--- config.mk ---
export PLATFORM = sky130hd
export DESIGN_NAME = dxl_translator
export DESIGN_NICKNAME = d
export VERILOG_FILES = /design/src/rtl/dxl_pkg.sv /design/src/rtl/dxl_reg_decode.sv /design/src/rtl/dxl_page_bank.sv /design/src/rtl/dxl_xlate.sv /design/src/rtl/dxl_translator.sv
export SDC_FILE = /design/constraint.sdc
export NUM_CORES = 1
export LEC_CHECK = 0
export ABC_AREA = 1
export BUFFER_PORTS_ARGS = -buffer_cell sky130_fd_sc_hd__buf_2
export CAP_MARGIN = 0
export CELL_PAD_IN_SITES_DETAIL_PLACEMENT = 1
export CELL_PAD_IN_SITES_GLOBAL_PLACEMENT = 1
export CORE_UTILIZATION = 34
export CTS_BUF_LIST = sky130_fd_sc_hd__clkbuf_2 sky130_fd_sc_hd__clkbuf_4 sky130_fd_sc_hd__clkbuf_8
export DETAILED_ROUTE_END_ITERATION = 8
export PLACE_DENSITY_LB_ADDON = 0.1
export SLEW_MARGIN = 0
export SYNTH_ARGS = -nofsm -noshare
export SYNTH_HDL_FRONTEND = slang
export SYNTH_SLANG_ARGS = --single-unit
--- constraint.sdc ---
create_clock -name clk -period 1.8 [get_ports clk]
set_clock_uncertainty 0.2 [all_clocks]
set_input_delay 0.18 -clock clk [delete_from_list [all_inputs] [get_ports clk]]
set_output_delay 0.18 -clock clk [all_outputs]
set_load 0.02 [all_outputs]
--- src/rtl/dxl_pkg.sv ---
package dxl_pkg;

    localparam int VA_W      = 16;
    localparam int PG_W      = 8;
    localparam int RA_W      = 8;
    localparam int NUM_REGS  = 4;
    localparam int SEL_W     = $clog2(NUM_REGS);
    localparam int OFF_W     = VA_W - SEL_W;
    localparam int PA_W      = PG_W + OFF_W;

    localparam logic [PG_W-1:0] REG_PAGE_ID   = 8'd21;
    localparam logic [RA_W-1:0] WIN_BASE_HIGH = 8'd240;
    localparam logic [RA_W-1:0] WIN_BASE_LOW  = 8'd224;

    typedef logic [PG_W-1:0]  frame_t;
    typedef logic [SEL_W-1:0] sel_t;

    typedef struct packed {
        logic hit;
        sel_t idx;
    } dec_t;

    typedef struct packed {
        frame_t             frame;
        logic [OFF_W-1:0]   offset;
    } pa_t;

    function automatic logic [RA_W-1:0] window_base(input logic reloc);
        return reloc ? WIN_BASE_LOW : WIN_BASE_HIGH;
    endfunction

endpackage

--- src/rtl/dxl_reg_decode.sv ---
module dxl_reg_decode
    import dxl_pkg::*;
(
    input  logic                reloc_en,
    input  logic [PG_W-1:0]     reg_page,
    input  logic [RA_W-1:0]     reg_addr,
    output logic [NUM_REGS-1:0] hit_vec,
    output dec_t                dec
);

    logic            page_ok;
    logic [RA_W-1:0] base;

    assign page_ok = (reg_page == REG_PAGE_ID);
    assign base    = window_base(reloc_en);

    // One comparator per frame register against its slot in the live window
    for (genvar g = 0; g < NUM_REGS; g++) begin : g_slot
        assign hit_vec[g] = page_ok && (reg_addr == (base + RA_W'(g)));
    end

    always_comb begin
        dec.hit = |hit_vec;
        dec.idx = '0;
        for (int i = 0; i < NUM_REGS; i++) begin
            if (hit_vec[i]) dec.idx = sel_t'(i);
        end
    end

endmodule

--- src/rtl/dxl_page_bank.sv ---
module dxl_page_bank
    import dxl_pkg::*;
(
    input  logic                     clk,
    input  logic                     rst,
    input  logic [NUM_REGS-1:0]      wr_vec,
    input  frame_t                   wdata,
    input  logic                     rd_en,
    input  sel_t                     rd_idx,
    output frame_t                   rdata,
    output logic [NUM_REGS*PG_W-1:0] bank_flat
);

    for (genvar g = 0; g < NUM_REGS; g++) begin : g_reg
        frame_t q;
        always_ff @(posedge clk) begin
            if (rst)            q <= '0;
            else if (wr_vec[g]) q <= wdata;
        end
        assign bank_flat[g*PG_W +: PG_W] = q;
    end

    assign rdata = rd_en ? bank_flat[rd_idx*PG_W +: PG_W] : '0;

endmodule

--- src/rtl/dxl_xlate.sv ---
module dxl_xlate
    import dxl_pkg::*;
(
    input  logic [VA_W-1:0]          va,
    input  logic                     va_strobe,
    input  logic [NUM_REGS*PG_W-1:0] bank_flat,
    output logic [PA_W-1:0]          pa
);

    sel_t quarter;
    pa_t  xl;

    assign quarter   = va[VA_W-1 -: SEL_W];
    assign xl.frame  = bank_flat[quarter*PG_W +: PG_W];
    assign xl.offset = va[OFF_W-1:0];
    assign pa        = va_strobe ? xl : '0;

endmodule

--- src/rtl/dxl_translator.sv ---
module dxl_translator
    import dxl_pkg::*;
(
    input  logic             clk,
    input  logic             rst,
    input  logic             reloc_en,
    input  logic [7:0]       reg_page,
    input  logic [7:0]       reg_addr,
    input  logic             reg_we,
    input  logic             reg_re,
    input  logic [7:0]       reg_wdata,
    output logic [7:0]       reg_rdata,
    input  logic [15:0]      va,
    input  logic             va_strobe,
    output logic [21:0]      pa
);

    logic [NUM_REGS-1:0]      hit_vec;
    dec_t                     dec;
    logic [NUM_REGS-1:0]      wr_vec;
    logic [NUM_REGS*PG_W-1:0] bank_flat;

    dxl_reg_decode u_dec (
        .reloc_en (reloc_en),
        .reg_page (reg_page),
        .reg_addr (reg_addr),
        .hit_vec  (hit_vec),
        .dec      (dec)
    );

    assign wr_vec = reg_we ? hit_vec : '0;

    dxl_page_bank u_bank (
        .clk       (clk),
        .rst       (rst),
        .wr_vec    (wr_vec),
        .wdata     (reg_wdata),
        .rd_en     (reg_re && dec.hit),
        .rd_idx    (dec.idx),
        .rdata     (reg_rdata),
        .bank_flat (bank_flat)
    );

    dxl_xlate u_xl (
        .va        (va),
        .va_strobe (va_strobe),
        .bank_flat (bank_flat),
        .pa        (pa)
    );

endmodule

==> results of run 1 <==
==> cell usage in the layout, fill, tap and decap left out, types with 5 or more instances in the layout <==
cell           count
dfxtp_1           32
o21ai_1           17
inv_1             63
nand2_4            6
buf_2             58
nor2_1            34
a21oi_1           40
clkbuf_8           7
dlygate4sd3_1      5
nor2_4             6
buf_4             19
a21oi_2            7
inv_2              6
nand2_1           34
nand4_1           19
buf_6             14
nand3_2            5
nand3_1           12
nand3_4            5
o21ai_0           32
==> kinds of logic (layout without fill, tap and decap cells) <==
logic type / Yosys count / count (layout) / share of synthesized area, %
compound gates: 97 / 97 / 23.0
simple gates: 130 / 131 / 31.3
flops: 32 / 32 / 30.3
buf+inv: 83 / 177 / 15.4
==> worst register-to-register path, cell delays in order (launching register included) <==
cell	delay (ns)
dfxtp_1	0.30
inv_1	0.13
a21oi_1	0.08
==> final cells by class <==
cell class	instances	area, um^2	area share, %
Sequential cell	32	641	20.4
Timing Repair Buffer	101	731	23.3
Tap cell	75	93.8	2.99
Multi-Input combinational cell	228	1320	42.0
Inverter	69	259	8.25
Clock buffer	7	96.3	3.07
==> worst min-delay path by stage <==
stage	from	endpoint
floorplan	reg_wdata[0]	u_bank.g_reg[2].q[0]
CTS	reg_wdata[7]	u_bank.g_reg[2].q[7]
global placement	u_bank.g_reg[0].q[2]	u_bank.g_reg[0].q[2]
detailed placement	u_bank.g_reg[0].q[2]	u_bank.g_reg[0].q[2]
finish	reg_wdata[7]	u_bank.g_reg[3].q[7]
global route	reg_wdata[5]	u_bank.g_reg[3].q[5]
==> power by group through the flow <==
stage / clock network, mW / registers, mW / logic [mW]
3_3_place_gp: 0 / 0.724 / 0.262
4_1_cts: 0.630 / 0.708 / 0.283
6_report: 0.614 / 0.708 / 0.314
3_5_place_dp: 0 / 0.724 / 0.268
5_1_grt: 0.660 / 0.707 / 0.343
2_1_floorplan: 0 / 0.724 / 0.142
==> layer usage <==
layer | global-route usage (%) | vias to the layer above | wire length (um)
met3 | 4.72 | 26 | 455
met1 | 29.1 | 1244 | 3300
met5 | 0 | - | 0
li1 | - | 1301 | -
met4 | 12.0 | 0 | 362
met2 | 44.6 | 100 | 4190
==> through the flow <==
step	instances	TNS [ns]
2_1_floorplan	342	0
3_3_place_gp	499	-0.151
3_5_place_dp	499	-0.178
4_1_cts	512	0
5_1_grt	512	-0.660
6_report	512	-0.0648
==> repair_timing <==
item / CTS / global route
setup endpoints to repair: 7 / 8
hold buffers: 5 / 0
gates cloned: 1 / 0
pin swaps: 6 / 21
endpoints found under the hold margin: 8 / 0
resized for setup: 18 / 50
==> flow_summary.rst, run 1 <==
.. list-table::
   :header-rows: 1

   * - Metric
     - Value
   * - Reported max-cap violation count
     - 0
   * - Number of max-slew violations in the final report
     - 0
   * - Cell taking the most area after synthesis
     - dfxtp_1
   * - Average routed wire per standard cell
     - 16.2 um
   * - Initial Util
     - 35.5%
   * - Port-buffer cells
     - 75
   * - Total number of yosys warnings
     - 0
   * - Ranking of synthesized cells by instance count
     - inv_1 (65), a21oi_1 (48), nand2_1 (38), nor2_1 (38)
   * - DRT antenna net count
     - 0
   * - Minimum period implied by the final worst setup slack
     - 1.82 ns
   * - CP endpoint kind
     - output port
   * - Startpoint type of the worst setup path
     - input port
   * - IO Pins
     - 76
   * - Placeable core area
     - 5960 um^2
   * - Switch share
     - 28.2%
   * - Launching point of the worst reg2reg path
     - u_bank.g_reg[0].q[7]
   * - Hold Worst Slack
     - 0.0182 ns
   * - Register-to-register path setup slack
     - 0.97 ns
   * - Chip height
     - 80.9 um
   * - RePlAce Congestion
     - 0.812
   * - Horizontal die dimension
     - 80.9 um
   * - EDFF count, synth
     - 0
   * - Run status
     - finished with violations
   * - Internal power of the cells
     - 1.18 mW
   * - Worst setup path startpoint
     - reg_addr[6]
   * - Hold/Removal Path Class
     - in2reg
   * - Total CTS buffers
     - 5
   * - # diodes
     - 0
   * - DP Area
     - 2700 um^2
   * - Root Buffer
     - clkbuf_8
   * - Fin nets
     - 483
   * - Register area share after synthesis
     - 30.3%
   * - Leakage power
     - 1.47 nW
   * - DRC viols
     - 0
   * - Cell types with the largest area share after synthesis
     - dfxtp_1 (30%), inv_1 (12%), a21oi_1 (11%)
   * - Peak ir drop on the vdd network
     - 0.497 mV
   * - List of cells traversed by the critical path
     - buf_2, nand3_2, inv_1, nand3_1, nor2_2, o21ai_1, buf_4, nand3_1, a21oi_2, buf_4
   * - Most used standard cell by instance count after synthesis
     - inv_1
   * - Slew HR
     - 68.5%
   * - Reg with most FFs
     - u_bank.g.q
   * - H-tree Lvls
     - 2
   * - CP max stage cell
     - nor2_2
   * - Per-cell via count in the routed design
     - 5.22
   * - Total chip power
     - 1.64 mW
   * - Most instantiated flip-flop cell in the synthesis netlist
     - dfxtp_1
   * - HPWL after detailed placement
     - 5660 um
   * - Number of synthesized register bits
     - 32
   * - Global-route wire length before repair
     - 12400 um
   * - Number of iterations in the first detailed-routing pass
     - 7
   * - Worst Hold Path Cells
     - 3
   * - Largest registers ranked by flip-flop count
     - u_bank.g.q (32)
   * - Growth of design area from synthesis to finish
     - 48.5%
   * - Die Area
     - 6540 um^2
   * - Violations in the final reports
     - setup timing
   * - Fillers
     - 806
   * - Share of power burned in the clock network
     - 37.5%
   * - Vias after detailed routing
     - 2671
   * - Worst Setup Slack, final
     - -0.0247 ns
   * - Clock latency reported for the late side of the worst-skew pair
     - 0.28 ns
   * - Worst setup endpoint
     - reg_rdata[6]
   * - Number of standard-cell rows in the floorplan
     - 28
   * - Number of logic stages on the critical path including buffering
     - 10
   * - Unrepaired setup endpoints after global routing
     - true
   * - Fraction of synthesized cell area taken by the top area cell type
     - 30.3%
   * - CP Data Arrival Time
     - 1.44 ns
   * - Relative contribution of combinational cells to total power
     - 19.2%
   * - Reg power frac
     - 43.3%
   * - Share of cells above drive strength 1
     - 33.6%
   * - Maximum clock frequency
     - 548 MHz
   * - FF-to-FF End
     - u_bank.g_reg[0].q[7]
   * - TritonCTS clock tree
     - yes
   * - Count of final setup violators
     - 5
   * - GRT Total Usage
     - 25.2%
   * - Distinct cell type count after synthesis
     - 20
   * - Number of violations reported at the end of detailed-routing iteration 0
     - 81
   * - Number of instances in the synthesized netlist
     - 342
   * - Remaining global-route overflow
     - 0
   * - Buf+Inv Stages, Crit Path
     - 4
   * - Number of global-route vias before repair
     - 2562
   * - Psw
     - 461 uW
   * - Netlist area before placement
     - 2110 um^2
   * - Final wirelength
     - 8310 um
   * - Per-instance average area after synthesis
     - 6.18 um^2
   * - Crit path max-delay family
     - simple AND/OR/NAND/NOR gates
   * - Tightest Pin Transition
     - 0.472 ns
   * - Post-synthesis async set-or-reset flop share
     - 0%
   * - Max Root-Sink Buffers
     - 2
   * - Post-Synthesis Net Count
     - 388
   * - Critical path class
     - in2out
   * - Largest net degree at the start of global routing
     - 33
   * - Post-Place Worst Slack
     - -0.117 ns
   * - CTS clk-pin slew, worst paths
     - 0.07 ns
   * - Required time at the endpoint of the critical path
     - 1.42 ns
   * - Post-layout utilization of the core
     - 52.7%
   * - Crit path largest cell delay
     - 0.23 ns
   * - Antenna violations before repair
     - 0
   * - Largest register FFs
     - 32
   * - Final Cell Area
     - 3140 um^2
   * - Final hold violations
     - 0
   * - Depth of the worst register-to-register path
     - 2
   * - Worst Path Max Fanout
     - 8
   * - Crit share post-route
     - 101%
   * - PD cells
     - 521 nW/um^2
   * - Total setup buffers inserted after CTS
     - 0
   * - CTS sink count
     - 32
Note: power is estimated with default switching activity, not from simulation.
==> inputs of run 2 (changes only) <==
==> constraint.sdc (replaced) <==
create_clock -name clk -period 1.86 [get_ports clk]
set_clock_uncertainty 0.2 [all_clocks]
set_input_delay 0.465 -clock clk [delete_from_list [all_inputs] [get_ports clk]]
set_output_delay 0.465 -clock clk [all_outputs]
set_load 0.02 [all_outputs]
==> flow_summary.rst, run 2 (synthesized netlist as in run 1, its figures left out) <==
.. list-table::
   :header-rows: 1

   * - Metric
     - Value
   * - Run status
     - finished with violations
   * - Violations in the final reports
     - setup timing
   * - H-tree Lvls
     - 2
   * - Number of iterations in the first detailed-routing pass
     - 4
   * - CTS clk-pin slew, worst paths
     - 0.06 ns
   * - Horizontal die dimension
     - 80.9 um
   * - # diodes
     - 0
   * - Worst Setup Slack, final
     - -0.498 ns
   * - DRT antenna net count
     - 0
   * - Maximum clock frequency
     - 424 MHz
   * - Total CTS buffers
     - 5
   * - HPWL after detailed placement
     - 5890 um
   * - Post-layout utilization of the core
     - 58.6%
   * - CTS sink count
     - 32
   * - Number of global-route vias before repair
     - 2547
   * - Antenna violations before repair
     - 0
   * - Leading cell type in the layout, fill and taps excluded
     - buf_2
   * - DRC viols
     - 0
   * - IO Pins
     - 76
   * - PD cells
     - 469 nW/um^2
   * - Crit share post-route
     - 127%
   * - Final Cell Area
     - 3490 um^2
   * - Number of placed instances, taps included
     - 504
   * - Hold/Removal Path Class
     - in2reg
   * - Initial Util
     - 35.5%
   * - Post-route non-filler standard cell count
     - 515
   * - Leakage power
     - 1.55 nW
   * - Startpoint type of the worst setup path
     - input port
   * - Global-route wire length before repair
     - 12300 um
   * - RePlAce Congestion
     - 0.806
   * - Unrepaired setup endpoints after global routing
     - true
   * - Quantity of hold-fixing buffers added after cts
     - 0
   * - Growth of design area from synthesis to finish
     - 65.1%
   * - Remaining global-route overflow
     - 0
   * - Vias after detailed routing
     - 2733
   * - TritonCTS clock tree
     - yes
   * - Register cell area after layout
     - 651 um^2
   * - Reported max-cap violation count
     - 0
   * - Area occupied by multi-input gates
     - 1510 um^2
   * - Largest register FFs
     - 32
   * - DP Area
     - 2910 um^2
   * - Number of violations reported at the end of detailed-routing iteration 0
     - 126
   * - Largest registers ranked by flip-flop count
     - u_bank.g.q (32)
   * - Die Area
     - 6540 um^2
   * - Required time at the endpoint of the critical path
     - 1.19 ns
   * - Fillers
     - 781
   * - Chip height
     - 80.9 um
   * - Port-buffer cells
     - 75
   * - Average routed wire per standard cell
     - 16.8 um
   * - Slew HR
     - 75.6%
   * - Largest net degree at the start of global routing
     - 33
   * - Placeable core area
     - 5960 um^2
   * - CP Data Arrival Time
     - 1.69 ns
   * - Clock latency reported for the late side of the worst-skew pair
     - 0.28 ns
   * - GRT Total Usage
     - 25.0%
   * - Worst Path Max Fanout
     - 8
   * - Number of max-slew violations in the final report
     - 0
   * - Final wirelength
     - 8640 um
   * - CP endpoint kind
     - output port
   * - Post-Place Worst Slack
     - -0.558 ns
   * - Share of cells above drive strength 1
     - 49.1%
   * - Commonest cells after routing, fill and taps aside
     - buf_2 (52), inv_1 (49), nor2_1 (36)
   * - Critical path class
     - in2out
   * - Tightest Pin Transition
     - 0.365 ns
   * - Final hold violations
     - 0
   * - Count of final setup violators
     - 23
   * - Reg with most FFs
     - u_bank.g.q
   * - Number of standard-cell rows in the floorplan
     - 28
   * - Max Root-Sink Buffers
     - 2
   * - Fin nets
     - 486
   * - Root Buffer
     - clkbuf_8
   * - Per-cell via count in the routed design
     - 5.31
   * - Peak ir drop on the vdd network
     - 0.660 mV
   * - Minimum period implied by the final worst setup slack
     - 2.36 ns
-- run 2: cell count changes in the layout (fill, tap and decap cells not counted), moves of 5 or more --
cell,change
inv_2,+7
dfxtp_2,+8
o21ai_0,-16
o21ai_2,+12
a21oi_1,-22
a21oi_2,+17
buf_2,-6
inv_1,-14
a21oi_4,+5
dfxtp_1,-8
dlygate4sd3_1,-5
-- run 2: per-layer routing --
layer / vias to the layer above / wire (um) / global-route usage [%]
met1: 1299 / 3410 / 27.6
met4: 0 / 282 / 10.2
met2: 108 / 4380 / 46.8
met5: - / 0 / 0
li1: 1304 / - / -
met3: 22 / 568 / 4.27
-- run 2: what timing repair did --
item,CTS,global route
endpoints found under the setup margin,16,24
pin swaps,26,25
buffers inserted,1,1
endpoints found under the hold margin,0,0
cloned,2,0
gates resized for setup,97,43
-- run 2: area by class of cell --
type,instances,area share [%]
flip-flops and latches,32,18.6
well taps,75,2.69
repair buffers,104,24.1
inverters,69,8.42
clock buffers,7,2.76
multi-input cells,228,43.4
-- run 2: final timing paths --
kind / startpoint / end / slack, ns / cells past startpoint
worst max-delay path: reloc_en / reg_rdata[5] / -0.50 / 10
worst min-delay path: reg_wdata[5] / u_bank.g_reg[2].q[5] / 0.27 / 3
worst max register to register: u_bank.g_reg[0].q[5] / u_bank.g_reg[0].q[5] / 0.90 / 2
worst min register to register: u_bank.g_reg[2].q[5] / u_bank.g_reg[2].q[5] / 0.27 / 2
-- run 2: stage by stage --
| stage | hold slack [ns] | setup TNS, ns | total power, mW |
|---|---|---|---|
| floorplan | 0.240 | -2.45 | 0.864 |
| global placement | 0.266 | -7.28 | 0.989 |
| detailed placement | 0.275 | -9.78 | 0.997 |
| CTS | 0.264 | -3.61 | 1.61 |
| global route | 0.283 | -5.82 | 1.71 |
| finish | 0.266 | -4.27 | 1.64 |
-- run 2: power breakdown --
part	switching (mW)	internal [mW]	leakage, nW	total [mW]
clock network	0.247	0.329	0.0503	0.576
logic	0.210	0.166	1.24	0.376
registers	0.00000868	0.685	0.262	0.685
total	0.457	1.18	1.55	1.64
-- run 2: worst max-delay path, stage by stage --
cell     delay, ns
buf_2         0.15
inv_4         0.05
nand2_4       0.06
nand2_4       0.07
nor2_8        0.20
nand3_4       0.17
nand2_1       0.13
nand3_1       0.10
a21oi_2       0.17
buf_6         0.14
